$ cat src/rtl/tmr_irq_pkg.sv
package tmr_irq_pkg;
  localparam int STS_W   = 16;
  localparam int NUM_CH  = 4;
  localparam int OVF_BIT = 0;
  localparam int CH_LSB  = 1;
  localparam int TRG_BIT = 6;
  localparam int RCP_LSB = 9;
  localparam int ADDR_STS = 0;
  localparam int ADDR_EN  = 1;

  // Bits of the enable word that exist (and of the flags routed to irq)
  function automatic logic [STS_W-1:0] irq_src_mask();
    logic [STS_W-1:0] m;
    m = '0;
    m[OVF_BIT] = 1'b1;
    m[TRG_BIT] = 1'b1;
    for (int i = 0; i < NUM_CH; i++) m[CH_LSB+i] = 1'b1;
    return m;
  endfunction

  // Bits of the status word that exist
  function automatic logic [STS_W-1:0] status_mask();
    logic [STS_W-1:0] m;
    m = irq_src_mask();
    for (int i = 0; i < NUM_CH; i++) m[RCP_LSB+i] = 1'b1;
    return m;
  endfunction
endpackage

$ cat src/rtl/tmr_sticky_bit.sv
// One sticky flag: hardware set has priority over clear.
module tmr_sticky_bit (
  input  logic clk,
  input  logic rst_n,
  input  logic set_i,
  input  logic clr_i,
  output logic q_o
);
  always_ff @(posedge clk or negedge rst_n) begin
    if (!rst_n)     q_o <= 1'b0;
    else if (set_i) q_o <= 1'b1;
    else if (clr_i) q_o <= 1'b0;
  end
endmodule

$ cat src/rtl/tmr_trig_edge.sv
// Finds the qualifying edge of the trigger level.
module tmr_trig_edge (
  input  logic clk,
  input  logic rst_n,
  input  logic trig_in,
  input  logic falling_sel,
  input  logic any_edge,
  output logic trig_evt
);
  logic prev_q;
  logic rise_w, fall_w;

  always_ff @(posedge clk or negedge rst_n) begin
    if (!rst_n) prev_q <= 1'b0;
    else        prev_q <= trig_in;
  end

  assign rise_w = trig_in & ~prev_q;
  assign fall_w = ~trig_in & prev_q;

  always_comb begin
    if (any_edge)         trig_evt = rise_w | fall_w;
    else if (falling_sel) trig_evt = fall_w;
    else                  trig_evt = rise_w;
  end
endmodule

$ cat src/rtl/tmr_chan_flag.sv
// Event flag and overcapture flag of one channel.
module tmr_chan_flag (
  input  logic clk,
  input  logic rst_n,
  input  logic evt_i,
  input  logic dat_rd_i,
  input  logic capture_mode_i,
  input  logic sw_clr_evt_i,
  input  logic sw_clr_rcp_i,
  output logic evt_flag_o,
  output logic rcp_flag_o
);
  logic clr_evt_w;
  logic rcp_set_w;

  // a capture-data read acknowledges only in capture mode
  assign clr_evt_w = sw_clr_evt_i | (capture_mode_i & dat_rd_i);
  // overcapture only when the pending flag is not being acknowledged now
  assign rcp_set_w = evt_i & capture_mode_i & evt_flag_o & ~clr_evt_w;

  tmr_sticky_bit u_evt (
    .clk(clk), .rst_n(rst_n), .set_i(evt_i), .clr_i(clr_evt_w), .q_o(evt_flag_o)
  );

  tmr_sticky_bit u_rcp (
    .clk(clk), .rst_n(rst_n), .set_i(rcp_set_w), .clr_i(sw_clr_rcp_i), .q_o(rcp_flag_o)
  );
endmodule

$ cat src/rtl/tmr_irq_regs.sv
// Bus decode, enable word, read mux and interrupt combine.
module tmr_irq_regs #(
  parameter int ADDR_W = 2,
  parameter int STS_W  = 16
) (
  input  logic              clk,
  input  logic              rst_n,
  input  logic [ADDR_W-1:0] bus_addr,
  input  logic [STS_W-1:0]  bus_wdata,
  input  logic              bus_wr,
  input  logic              bus_rd,
  input  logic [STS_W-1:0]  status_i,
  output logic [STS_W-1:0]  sw_clr_o,
  output logic [STS_W-1:0]  en_o,
  output logic [STS_W-1:0]  rdata_o,
  output logic              irq_o
);
  import tmr_irq_pkg::*;

  localparam logic [STS_W-1:0]  EN_MASK  = STS_W'(irq_src_mask());
  localparam logic [ADDR_W-1:0] A_STS    = ADDR_W'(ADDR_STS);
  localparam logic [ADDR_W-1:0] A_EN     = ADDR_W'(ADDR_EN);

  logic sel_sts, sel_en;

  assign sel_sts  = (bus_addr == A_STS);
  assign sel_en   = (bus_addr == A_EN);
  assign sw_clr_o = (bus_wr && sel_sts) ? ~bus_wdata : '0;

  always_ff @(posedge clk or negedge rst_n) begin
    if (!rst_n)                en_o <= '0;
    else if (bus_wr && sel_en) en_o <= bus_wdata & EN_MASK;
  end

  always_ff @(posedge clk or negedge rst_n) begin
    if (!rst_n) rdata_o <= '0;
    else if (bus_rd) begin
      if (sel_sts)     rdata_o <= status_i;
      else if (sel_en) rdata_o <= en_o;
      else             rdata_o <= '0;
    end
  end

  assign irq_o = |(status_i & en_o & EN_MASK);
endmodule

$ cat src/rtl/tmr_irq_status.sv
module tmr_irq_status #(
  parameter int ADDR_W = 2,
  parameter int NUM_CH = 4,
  parameter int STS_W  = 16
) (
  input  logic              clk,
  input  logic              rst_n,
  input  logic [ADDR_W-1:0] bus_addr,
  input  logic [STS_W-1:0]  bus_wdata,
  input  logic              bus_wr,
  input  logic              bus_rd,
  output logic [STS_W-1:0]  bus_rdata,
  input  logic [NUM_CH-1:0] ch_evt,
  input  logic [NUM_CH-1:0] ch_dat_rd,
  input  logic [NUM_CH-1:0] ch_capture_mode,
  input  logic              ovf_evt,
  input  logic              sw_ovf_req,
  input  logic              trig_reinit,
  input  logic              ovf_gen_en,
  input  logic              ovf_src_restrict,
  input  logic              trig_in,
  input  logic              trig_falling,
  input  logic              trig_suspend,
  output logic              irq
);
  import tmr_irq_pkg::*;

  logic [STS_W-1:0]  status_w;
  logic [STS_W-1:0]  en_w;
  logic [STS_W-1:0]  sw_clr_w;
  logic [NUM_CH-1:0] evt_flag_w;
  logic [NUM_CH-1:0] rcp_flag_w;
  logic              ovf_flag_w, trg_flag_w;
  logic              ovf_set_w, trg_evt_w;

  assign ovf_set_w = ovf_evt |
                     ((sw_ovf_req | trig_reinit) & ovf_gen_en & ~ovf_src_restrict);

  tmr_sticky_bit u_ovf (
    .clk(clk), .rst_n(rst_n), .set_i(ovf_set_w), .clr_i(sw_clr_w[OVF_BIT]), .q_o(ovf_flag_w)
  );

  tmr_trig_edge u_trig_edge (
    .clk(clk), .rst_n(rst_n), .trig_in(trig_in), .falling_sel(trig_falling),
    .any_edge(trig_suspend), .trig_evt(trg_evt_w)
  );

  tmr_sticky_bit u_trg (
    .clk(clk), .rst_n(rst_n), .set_i(trg_evt_w), .clr_i(sw_clr_w[TRG_BIT]), .q_o(trg_flag_w)
  );

  for (genvar c = 0; c < NUM_CH; c++) begin : g_ch
    tmr_chan_flag u_chan (
      .clk(clk), .rst_n(rst_n),
      .evt_i(ch_evt[c]), .dat_rd_i(ch_dat_rd[c]), .capture_mode_i(ch_capture_mode[c]),
      .sw_clr_evt_i(sw_clr_w[CH_LSB+c]), .sw_clr_rcp_i(sw_clr_w[RCP_LSB+c]),
      .evt_flag_o(evt_flag_w[c]), .rcp_flag_o(rcp_flag_w[c])
    );
  end

  always_comb begin
    status_w          = '0;
    status_w[OVF_BIT] = ovf_flag_w;
    status_w[TRG_BIT] = trg_flag_w;
    for (int c = 0; c < NUM_CH; c++) begin
      status_w[CH_LSB+c]  = evt_flag_w[c];
      status_w[RCP_LSB+c] = rcp_flag_w[c];
    end
  end

  tmr_irq_regs #(.ADDR_W(ADDR_W), .STS_W(STS_W)) u_regs (
    .clk(clk), .rst_n(rst_n),
    .bus_addr(bus_addr), .bus_wdata(bus_wdata), .bus_wr(bus_wr), .bus_rd(bus_rd),
    .status_i(status_w), .sw_clr_o(sw_clr_w), .en_o(en_w),
    .rdata_o(bus_rdata), .irq_o(irq)
  );
endmodule

$ cat config.mk
export PLATFORM = sky130hd
export DESIGN_NAME = tmr_irq_status
export DESIGN_NICKNAME = d
export VERILOG_FILES = /design/src/rtl/tmr_irq_pkg.sv /design/src/rtl/tmr_sticky_bit.sv /design/src/rtl/tmr_trig_edge.sv /design/src/rtl/tmr_chan_flag.sv /design/src/rtl/tmr_irq_regs.sv /design/src/rtl/tmr_irq_status.sv
export SDC_FILE = /design/constraint.sdc
export NUM_CORES = 1
export LEC_CHECK = 0
export BUFFER_PORTS_ARGS = -buffer_cell sky130_fd_sc_hd__buf_2
export CORE_UTILIZATION = 45
export DETAILED_ROUTE_END_ITERATION = 7
export GPL_ROUTABILITY_DRIVEN = 1
export PLACE_DENSITY_LB_ADDON = 0.15
export SKIP_CTS_REPAIR_TIMING = 1
export SYNTH_ARGS = -nofsm -noshare
export SYNTH_HDL_FRONTEND = slang
export SYNTH_HIERARCHICAL = 1
export SYNTH_SLANG_ARGS = --single-unit
export TNS_END_PERCENT = 20
$ cat constraint.sdc
create_clock -name clk -period 1 [get_ports clk]
set_clock_uncertainty 0.05 [all_clocks]
set_input_delay 0.1 -clock clk [delete_from_list [all_inputs] [get_ports clk]]
set_output_delay 0.1 -clock clk [all_outputs]
set_load 0.02 [all_outputs]
Word level (Yosys, flattened, before mapping)
Index checks and enable logic that the tools add are counted.
{ "word_totals": {"regBits": 33} }
{ "op_classes": {"eq_ne": 1, "mux": 25, "bitwise_logic": 36, "n_reduce_logical": 14} }
{ "op_table": {"columns": ["operator", "count"], "rows": [
  ["13-bit 2-to-1 mux", 2],
  ["1-bit 2-to-1 mux", 22],
  ["1-bit bitwise AND", 20],
  ["2-bit nonzero test", 10],
  ["13-bit inverter", 1],
  ["7-bit bitwise AND", 1],
  ["7-bit 2-to-1 mux", 1],
  ["1-bit inverter", 7],
  ["1-bit bitwise OR", 7],
  ["6-bit OR reduction", 1],
  ["2-bit by 1-bit equality test with 1-bit output, second input constant", 1],
  ["1-bit logical AND", 2],
  ["2-bit logical NOT", 1]
]} }

Longest topological paths before layout
Gate-level depths: netlist of run 1.
{ "depth": {"depth_word": 7, "ltp_mapped": 7} }

Cells and area by module
Netlist of run 1, hierarchy kept.
{ "by_module_without_submodules": {"columns": ["mod", "instances", "cells_each", "area_per_inst_um2", "seq_area_each_um2"], "rows": [
  ["tmr_irq_regs", 1, 90, 1144.8, 550.5],
  ["tmr_sticky_bit", 10, 3, 36.3, 25.0],
  ["tmr_chan_flag", 4, 3, 21.3, 0.0],
  ["tmr_trig_edge", 1, 7, 77.6, 25.0],
  ["tmr_irq_status", 1, 4, 21.3, 0.0]
]} }

Least setup slack after synthesis of run 1
Ideal clock, no wire load.
{ "synth_path": {"path_kind": "input -> register", "startpoint": "in bus_addr[0]", "endpoint": "reg g_ch[0].u_chan.u_rcp.q_o", "setup_ps": 118, "arrival_ps": 1126, "required_time_ps": 832, "setup_slack_ps": -294, "cell_stages": 7, "path_buffers": 3, "path_cell_list": "buf_6 or3b_1 buf_6 buf_12 nor2_4 inv_1 a21o_1"} }
{ "synth_rtl": {"columns": ["item", "line_no", "text"], "rows": [
  ["start: declaration", "tmr_irq_status.sv:8", "input logic [ADDR_W-1:0] bus_addr,"],
  ["2-bit logical NOT", "tmr_irq_regs.sv:26", "assign sel_sts = (bus_addr == A_STS);"],
  ["1-bit logical AND", "tmr_irq_regs.sv:28", "assign sw_clr_o = (bus_wr && sel_sts) ? ~bus_wdata : '0;"],
  ["13-bit 2-to-1 mux", "tmr_irq_regs.sv:28", null],
  ["via sw_clr_w[9]", "tmr_irq_status.sv:30", "logic [STS_W-1:0] sw_clr_w;"],
  ["2-bit nonzero test (no source line)", null, null],
  ["end signal: assignment", "tmr_sticky_bit.sv:10", "if (!rst_n) q_o <= 1'b0;"],
  ["end signal: assignment", "tmr_sticky_bit.sv:11", "else if (set_i) q_o <= 1'b1;"],
  ["end signal: assignment", "tmr_sticky_bit.sv:12", "else if (clr_i) q_o <= 1'b0;"],
  ["end: declaration", "tmr_sticky_bit.sv:7", "output logic q_o"]
]} }
The timed path passes the listed nets, and every way through them passes these cells.
A chain may end at the register's enable or synchronous reset.

Worst setup path after layout of run 1
{ "layout_path": {"startpoint": "reg u_regs.en_o[6]", "endpoint": "out irq"} }
{ "layout_via": {"elab_chain_len": 2} }
{ "layout_lines": {"columns": ["item", "line_no", "text"], "rows": [
  ["start: declaration", "tmr_irq_regs.sv:14", "output logic [STS_W-1:0] en_o,"],
  ["start signal: assignment", "tmr_irq_regs.sv:32", "else if (bus_wr && sel_en) en_o <= bus_wdata & EN_MASK;"],
  ["7-bit bitwise AND", "tmr_irq_regs.sv:44", "assign irq_o = |(status_i & en_o & EN_MASK);"],
  ["6-bit OR reduction", "tmr_irq_regs.sv:44", null],
  ["end: declaration", "tmr_irq_status.sv:24", "output logic irq"]
]} }
Every way passes these cells.

==> reports/results.tsv, run 1 <==
metric	value	unit
outcome	complete, but fails checks	
violations	negative setup slack	
io_pins	59	
grtUsageTotal	21.02	%
clk_path_buf_depth	2	
hold_violations	0	
slowest_delay	0.41	ns
hold_slack	0.001240	ns
final_common_cell	buf_2	
wirelength	3502	um
coreArea	3153	um2
fmax	730.1	MHz
die_y	60.74	um
first_pass_iters	4	
insertion_delay	0.34	ns
wire_per_inst	13.37	um
p_per_area	1367	nW/um2
regArea	825.8	um2
grt_setup_unrepaired	yes	
syn_inst	126	
postPlaceCellArea	2016	um2
leakage	1.152	nW
crit_type	register to output port	
path_clk_slew	0.10	ns
grt_pass1_wl	5437	um
critPathMaxFanout	3	
cp-startpoint	u_regs/en_o[6]$_DFFE_PN0P_	
syn2layout_area_growth	47.70	%
slowest_stage	dfrtp_1	
min_from	bus_wdata[12]	
utilization	72.74	%
drc	0	
cp-end-kind	output port	
cts_tree	yes	
nFillCells	255	
antenna_left	0	
numClockSinks	33	
avgSynthCellArea	12.32	um2
dp_hpwl	2537	um
drv_cap	0	
initial_utilization	49.25	%
drive_above_1_share	47.25	%
htreeDepth	2	
num_vias	1289	
final_cell_mix	buf_2 (46), dfrtp_1 (33), buf_4 (14)	
root_buffer	clkbuf_4	
crit_path_start_kind	register	
first_global_vias	1235	
grt_overflow	0	
cp.required	0.85	ns
slew_viol_final	0	
worst-path-buf-inv	1	
rrSetupSlack	-0.09	ns
maxSlewHeadroom	64.98	%
worstMarginPinSlew	0.5247	ns
arrival	1.22	ns
setup_violations	19	
antenna_found_initial	0	
portBuffers	52	
diodes	0	
peakVddDrop	0.7535	mV
setup_tns	-1.040	ns
dieArea	3689	um2
grt_max_degree	22	
holdCritPathClass	primary input to register	
multi_input_area	693.2	um2
setup_ws	-0.3698	ns
initialDrtViolationCount	52	
die_x	60.74	um
r2r-start	u_trig_edge/prev_q$_DFF_PN0_	
rows	20	
gp_congestion	0.7654	
fin_crit_sh	137.0	%
numCtsBuffers	5	
avgViaCountPerCell	4.920	
final_cell_area	2293	um2
critical-path-top-delay-family	flip-flops	
ys.warnings.count	6	
min_period	1.370	ns
finalNetCount	262	
fin_total_pwr	3.135	mW
crit_path_cell_trace	a22oi_2 > nand3_2 > buf_6	
synthesis.area	1553	um2
-- worst min-delay path: stages --
cell    delay [ns]
buf_2         0.10
nor2_4        0.03
inv_1         0.04
a21o_1        0.09
-- final timing paths --
path,to,cells after the start
worst max-delay path,irq,3
worst min-delay path,g_ch[3].u_chan/u_rcp/q_o$_DFFE_PN0P_,4
worst max register to register,u_trg/q_o$_DFFE_PN0P_,5
worst min register to register,g_ch[3].u_chan/u_rcp/q_o$_DFFE_PN0P_,1
max in group asynchronous,u_regs/rdata_o[3]$_DFFE_PN0P_,3
min in group asynchronous,u_regs/rdata_o[2]$_DFFE_PN0P_,2
-- state kept, by name, summed over array words and instances, names as in the netlist --
register / cells
u_regs/en_o: 6
u_regs/rdata_o: 16
u_trig_edge/prev_q: 1
g_ch.u_chan/u_evt/q_o: 4
u_ovf/q_o: 1
g_ch.u_chan/u_rcp/q_o: 4
u_trg/q_o: 1
-- area by class of cell --
class	instances	area share [%]
flip-flops and latches	33	36.01
clock buffers	7	2.400
inverters	13	2.128
multi-input cells	81	30.22
repair buffers	84	26.84
well taps	44	2.400
-- metrics by stage --
step | setup slack, ns | std cells
2_1_floorplan | -0.2467 | 131
3_3_place_gp | -0.3362 | 240
3_5_place_dp | -0.3734 | 240
4_1_cts | -0.4211 | 247
5_1_grt | -0.4503 | 262
6_report | -0.3698 | 262
-- report_power, final --
part           total (mW)  leakage (nW)  switching [mW]  internal (mW)
clock               0.767        0.0314           0.436          0.332
sequential           1.60         0.398           0.108           1.49
combinational       0.769         0.722           0.342          0.427
-- per-layer routing --
layer	up-vias	track usage (%)	routed length [um]
met4	0	8.766	55
met5	-	0	0
met3	4	7.036	177
li1	623	-	-
met1	625	24.97	1516
met2	37	35.01	1752
Power figures use the tool's default switching activity.
==> inputs of run 2 (changes only) <==
--- a/config.mk
+++ b/config.mk
@@ -6,13 +6,12 @@
 export NUM_CORES = 1
 export LEC_CHECK = 0
 export BUFFER_PORTS_ARGS = -buffer_cell sky130_fd_sc_hd__buf_2
-export CORE_UTILIZATION = 45
+export CORE_UTILIZATION = 42
 export DETAILED_ROUTE_END_ITERATION = 7
 export GPL_ROUTABILITY_DRIVEN = 1
 export PLACE_DENSITY_LB_ADDON = 0.15
 export SKIP_CTS_REPAIR_TIMING = 1
 export SYNTH_ARGS = -nofsm -noshare
 export SYNTH_HDL_FRONTEND = slang
-export SYNTH_HIERARCHICAL = 1
 export SYNTH_SLANG_ARGS = --single-unit
 export TNS_END_PERCENT = 20
==> run 2 against run 1 <==
The run ends with negative hold slack, negative setup slack left. Routed wire length decreased by 12%. Power fell by 20%. Maximum frequency increased by 0.17%. Core utilization shrank 7.9 points. Largest cell class unchanged.
==> reports/results.tsv, run 2 <==
metric	value	unit	change
grt.met1_usage	25.04	%	was 24.97%
worst-path-buf-inv	1		unchanged
setup_violations	15		was 19
finalNetCount	247		was 262
regMostFlops	u_regs.rdata_o		was u_regs/rdata_o
ys.flop_type	dfrtp_1		
crit_type	register to output port		unchanged
grt_overflow	0		unchanged
synthArstFlopShare	100.0	%	
synth_edf_count	0		
drv_cap	0		unchanged
first_global_vias	1066		was 1235
numCtsBuffers	3		was 5
ys.warnings.count	0		was 6
final_common_cell	buf_2		unchanged
critical-path-top-delay-family	flip-flops		unchanged
largest_reg_flops	10		was 16
num_vias	1183		was 1289
drc	0		unchanged
initialDrtViolationCount	41		was 52
ys_ff_latch	27		
stdcell_count	246		was 262
die_y	58.86	um	was 60.74 um
arrival	1.22	ns	about the same
cp.required	0.85	ns	about the same
violations	negative hold slack, negative setup slack		was negative setup slack
first_pass_iters	4		unchanged
syn_inst	121		was 126
initial_utilization	44.47	%	was 49.25%
portBuffers	46		was 52
diodes	0		unchanged
use_met3	2.857	%	was 7.036%
slowest_stage	dfrtp_1		unchanged
drive_above_1_share	43.07	%	was 47.25%
antenna_found_initial	0		unchanged
peakVddDrop	0.9962	mV	was 0.7535 mV
dieArea	3464	um2	was 3689 um2
wire_per_inst	12.57	um	was 13.37 um
seq_area_frac_synth	49.77	%	
grt_pass1_wl	4809	um	was 5437 um
dp_hpwl	2334	um	was 2537 um
synthTopCellsByArea	dfrtp_1 (50%), o22ai_1 (5.5%), mux2i_1 (5.2%)		
grt_setup_unrepaired	yes		unchanged
numClockSinks	27		was 33
met2_usage	30.84	%	was 35.01%
holdCritPathClass	primary input to register		unchanged
synthesis.area	1358	um2	was 1553 um2
gp_congestion	0.7957		was 0.7654
path_clk_slew	0.15	ns	was 0.10 ns
fmax	731.3	MHz	was 730.1 MHz
top_usage_layer	met2		unchanged
clk_path_buf_depth	2		unchanged
die_x	58.86	um	was 60.74 um
htreeDepth	1		was 2
utilization	64.84	%	was 72.74%
avgSynthCellArea	11.22	um2	was 12.32 um2
crit_path_start_kind	register		unchanged
grt_max_degree	28		was 22
reg_top3	u_regs.rdata_o: 10 flops, u_regs.en_o: 6 flops		was u_regs/rdata_o: 16 flops, u_regs/en_o: 6 flops
synth_most_common_cell	dfrtp_1		
hold_violations	1		was 0
avgViaCountPerCell	4.809		was 4.920
final_cell_mix	buf_2 (44), dfrtp_1 (26), buf_4 (19)		was buf_2 (46), dfrtp_1 (33), buf_4 (14)
outcome	complete, but fails checks		unchanged
slew_viol_final	0		unchanged
dp.cells	224		was 240
synth_common_cells	dfrtp_1 (27), inv_1 (15), o22ai_1 (12), mux2i_1 (7)		
crit_path_cell_trace	a22oi_2 > nand3_1 > buf_6		was a22oi_2 > nand3_2 > buf_6
leakage	0.9803	nW	was 1.152 nW
slowest_delay	0.45	ns	was 0.41 ns
root_buffer	clkbuf_4		unchanged
setup_ws	-0.3675	ns	was -0.3698 ns
insertion_delay	0.31	ns	was 0.34 ns
grtUsageTotal	18.22	%	was 21.02%
synth_top_area_share	49.77	%	
io_pins	59		unchanged
critPathMaxFanout	3		unchanged
synth_cell_types	28		
fin_crit_sh	136.7	%	was 137.0%
coreArea	3053	um2	was 3153 um2
min_period	1.367	ns	was 1.370 ns
cts_tree	yes		unchanged
syn2layout_area_growth	45.81	%	was 47.70%
synth_area_leader_cell	dfrtp_1		
antenna_left	0		unchanged
rows	20		unchanged
hold_slack	-0.003778	ns	was 0.001240 ns
p_per_area	1274	nW/um2	was 1367 nW/um2
wirelength	3091	um	was 3502 um
cp-end-kind	output port		unchanged
run 2: final cells by class:
type / instances / area [um2]
fillers: 283 / 1074
flip-flops and latches: 27 / 676.9
multi-input cells: 73 / 585.6
repair buffers: 83 / 578.1
inverters: 15 / 56.30
well taps: 44 / 55.05
clock buffers: 3 / 22.52
clock inverters: 1 / 5.005
run 2: logic make-up (layout without fill, tap and decap cells):
| group | after synthesis | after routing | share of synthesized area, % |
|---|---|---|---|
| DFF | 27 | 27 | 49.77 |
| and+or+nand+nor | 27 | 27 | 14.56 |
| adders and majority gates | 2 | 2 | 1.843 |
| muxes | 13 | 13 | 10.14 |
| buffers and inverters | 26 | 102 | 9.676 |
| AOI/OAI and AO/OA | 25 | 25 | 13.73 |
| other | 1 | 6 | 0.2762 |
run 2: metrics by stage:
step	hold slack [ns]	power (mW)	setup slack, ns	TNS (ns)	area [um2]
floorplan	-0.2456	1.684	-0.1158	-0.3807	1379
global placement	0.006602	1.958	-0.1968	-1.988	1742
detailed placement	0.009022	1.981	-0.2261	-2.345	1742
CTS	-0.3504	2.437	-0.4031	-0.7281	1769
global route	0.007888	2.670	-0.4452	-1.497	1979
finish	-0.003778	2.522	-0.3675	-0.6979	1979
run 2: final timing paths:
kind | from | end | slack (ns) | cells past startpoint
setup reg to reg | g_ch[0].u_chan.u_evt.q_o$_DFFE_PN0P_ | g_ch[0].u_chan.u_rcp.q_o$_DFFE_PN0P_ | -0.05 | 3
hold reg to reg | u_regs.rdata_o[9]$_DFFE_PN0P_ | u_regs.rdata_o[9]$_DFFE_PN0P_ | 0.48 | 2
min in group asynchronous | rst_n | u_regs.rdata_o[9]$_DFFE_PN0P_ | 0.20 | 3
max in group asynchronous | rst_n | g_ch[3].u_chan.u_evt.q_o$_DFFE_PN0P_ | 0.55 | 3
hold / removal | bus_wdata[11] | g_ch[2].u_chan.u_rcp.q_o$_DFFE_PN0P_ | -0.004 | 3
setup / recovery | g_ch[1].u_chan.u_evt.q_o$_DFFE_PN0P_ | irq | -0.37 | 3
run 2: worst register-to-register path: stages, from the launching register on:
cell and delay (ns):
dfrtp_1 0.43, buf_6 0.13, and4b_1 0.16, a22o_1 0.20
run 2: where the power goes:
| part | internal (mW) | switching [mW] | leakage (nW) |
|---|---|---|---|
| Sequential | 1.23 | 0.0940 | 0.316 |
| Combinational | 0.406 | 0.326 | 0.647 |
| Clock | 0.149 | 0.315 | 0.0177 |
run 2: layer usage:
metal / routed length [um] / share of wire, %
met3: 107 / 3.5
met2: 1515 / 49
met4: 18 / 0.58
met5: 0 / 0
met1: 1449 / 47
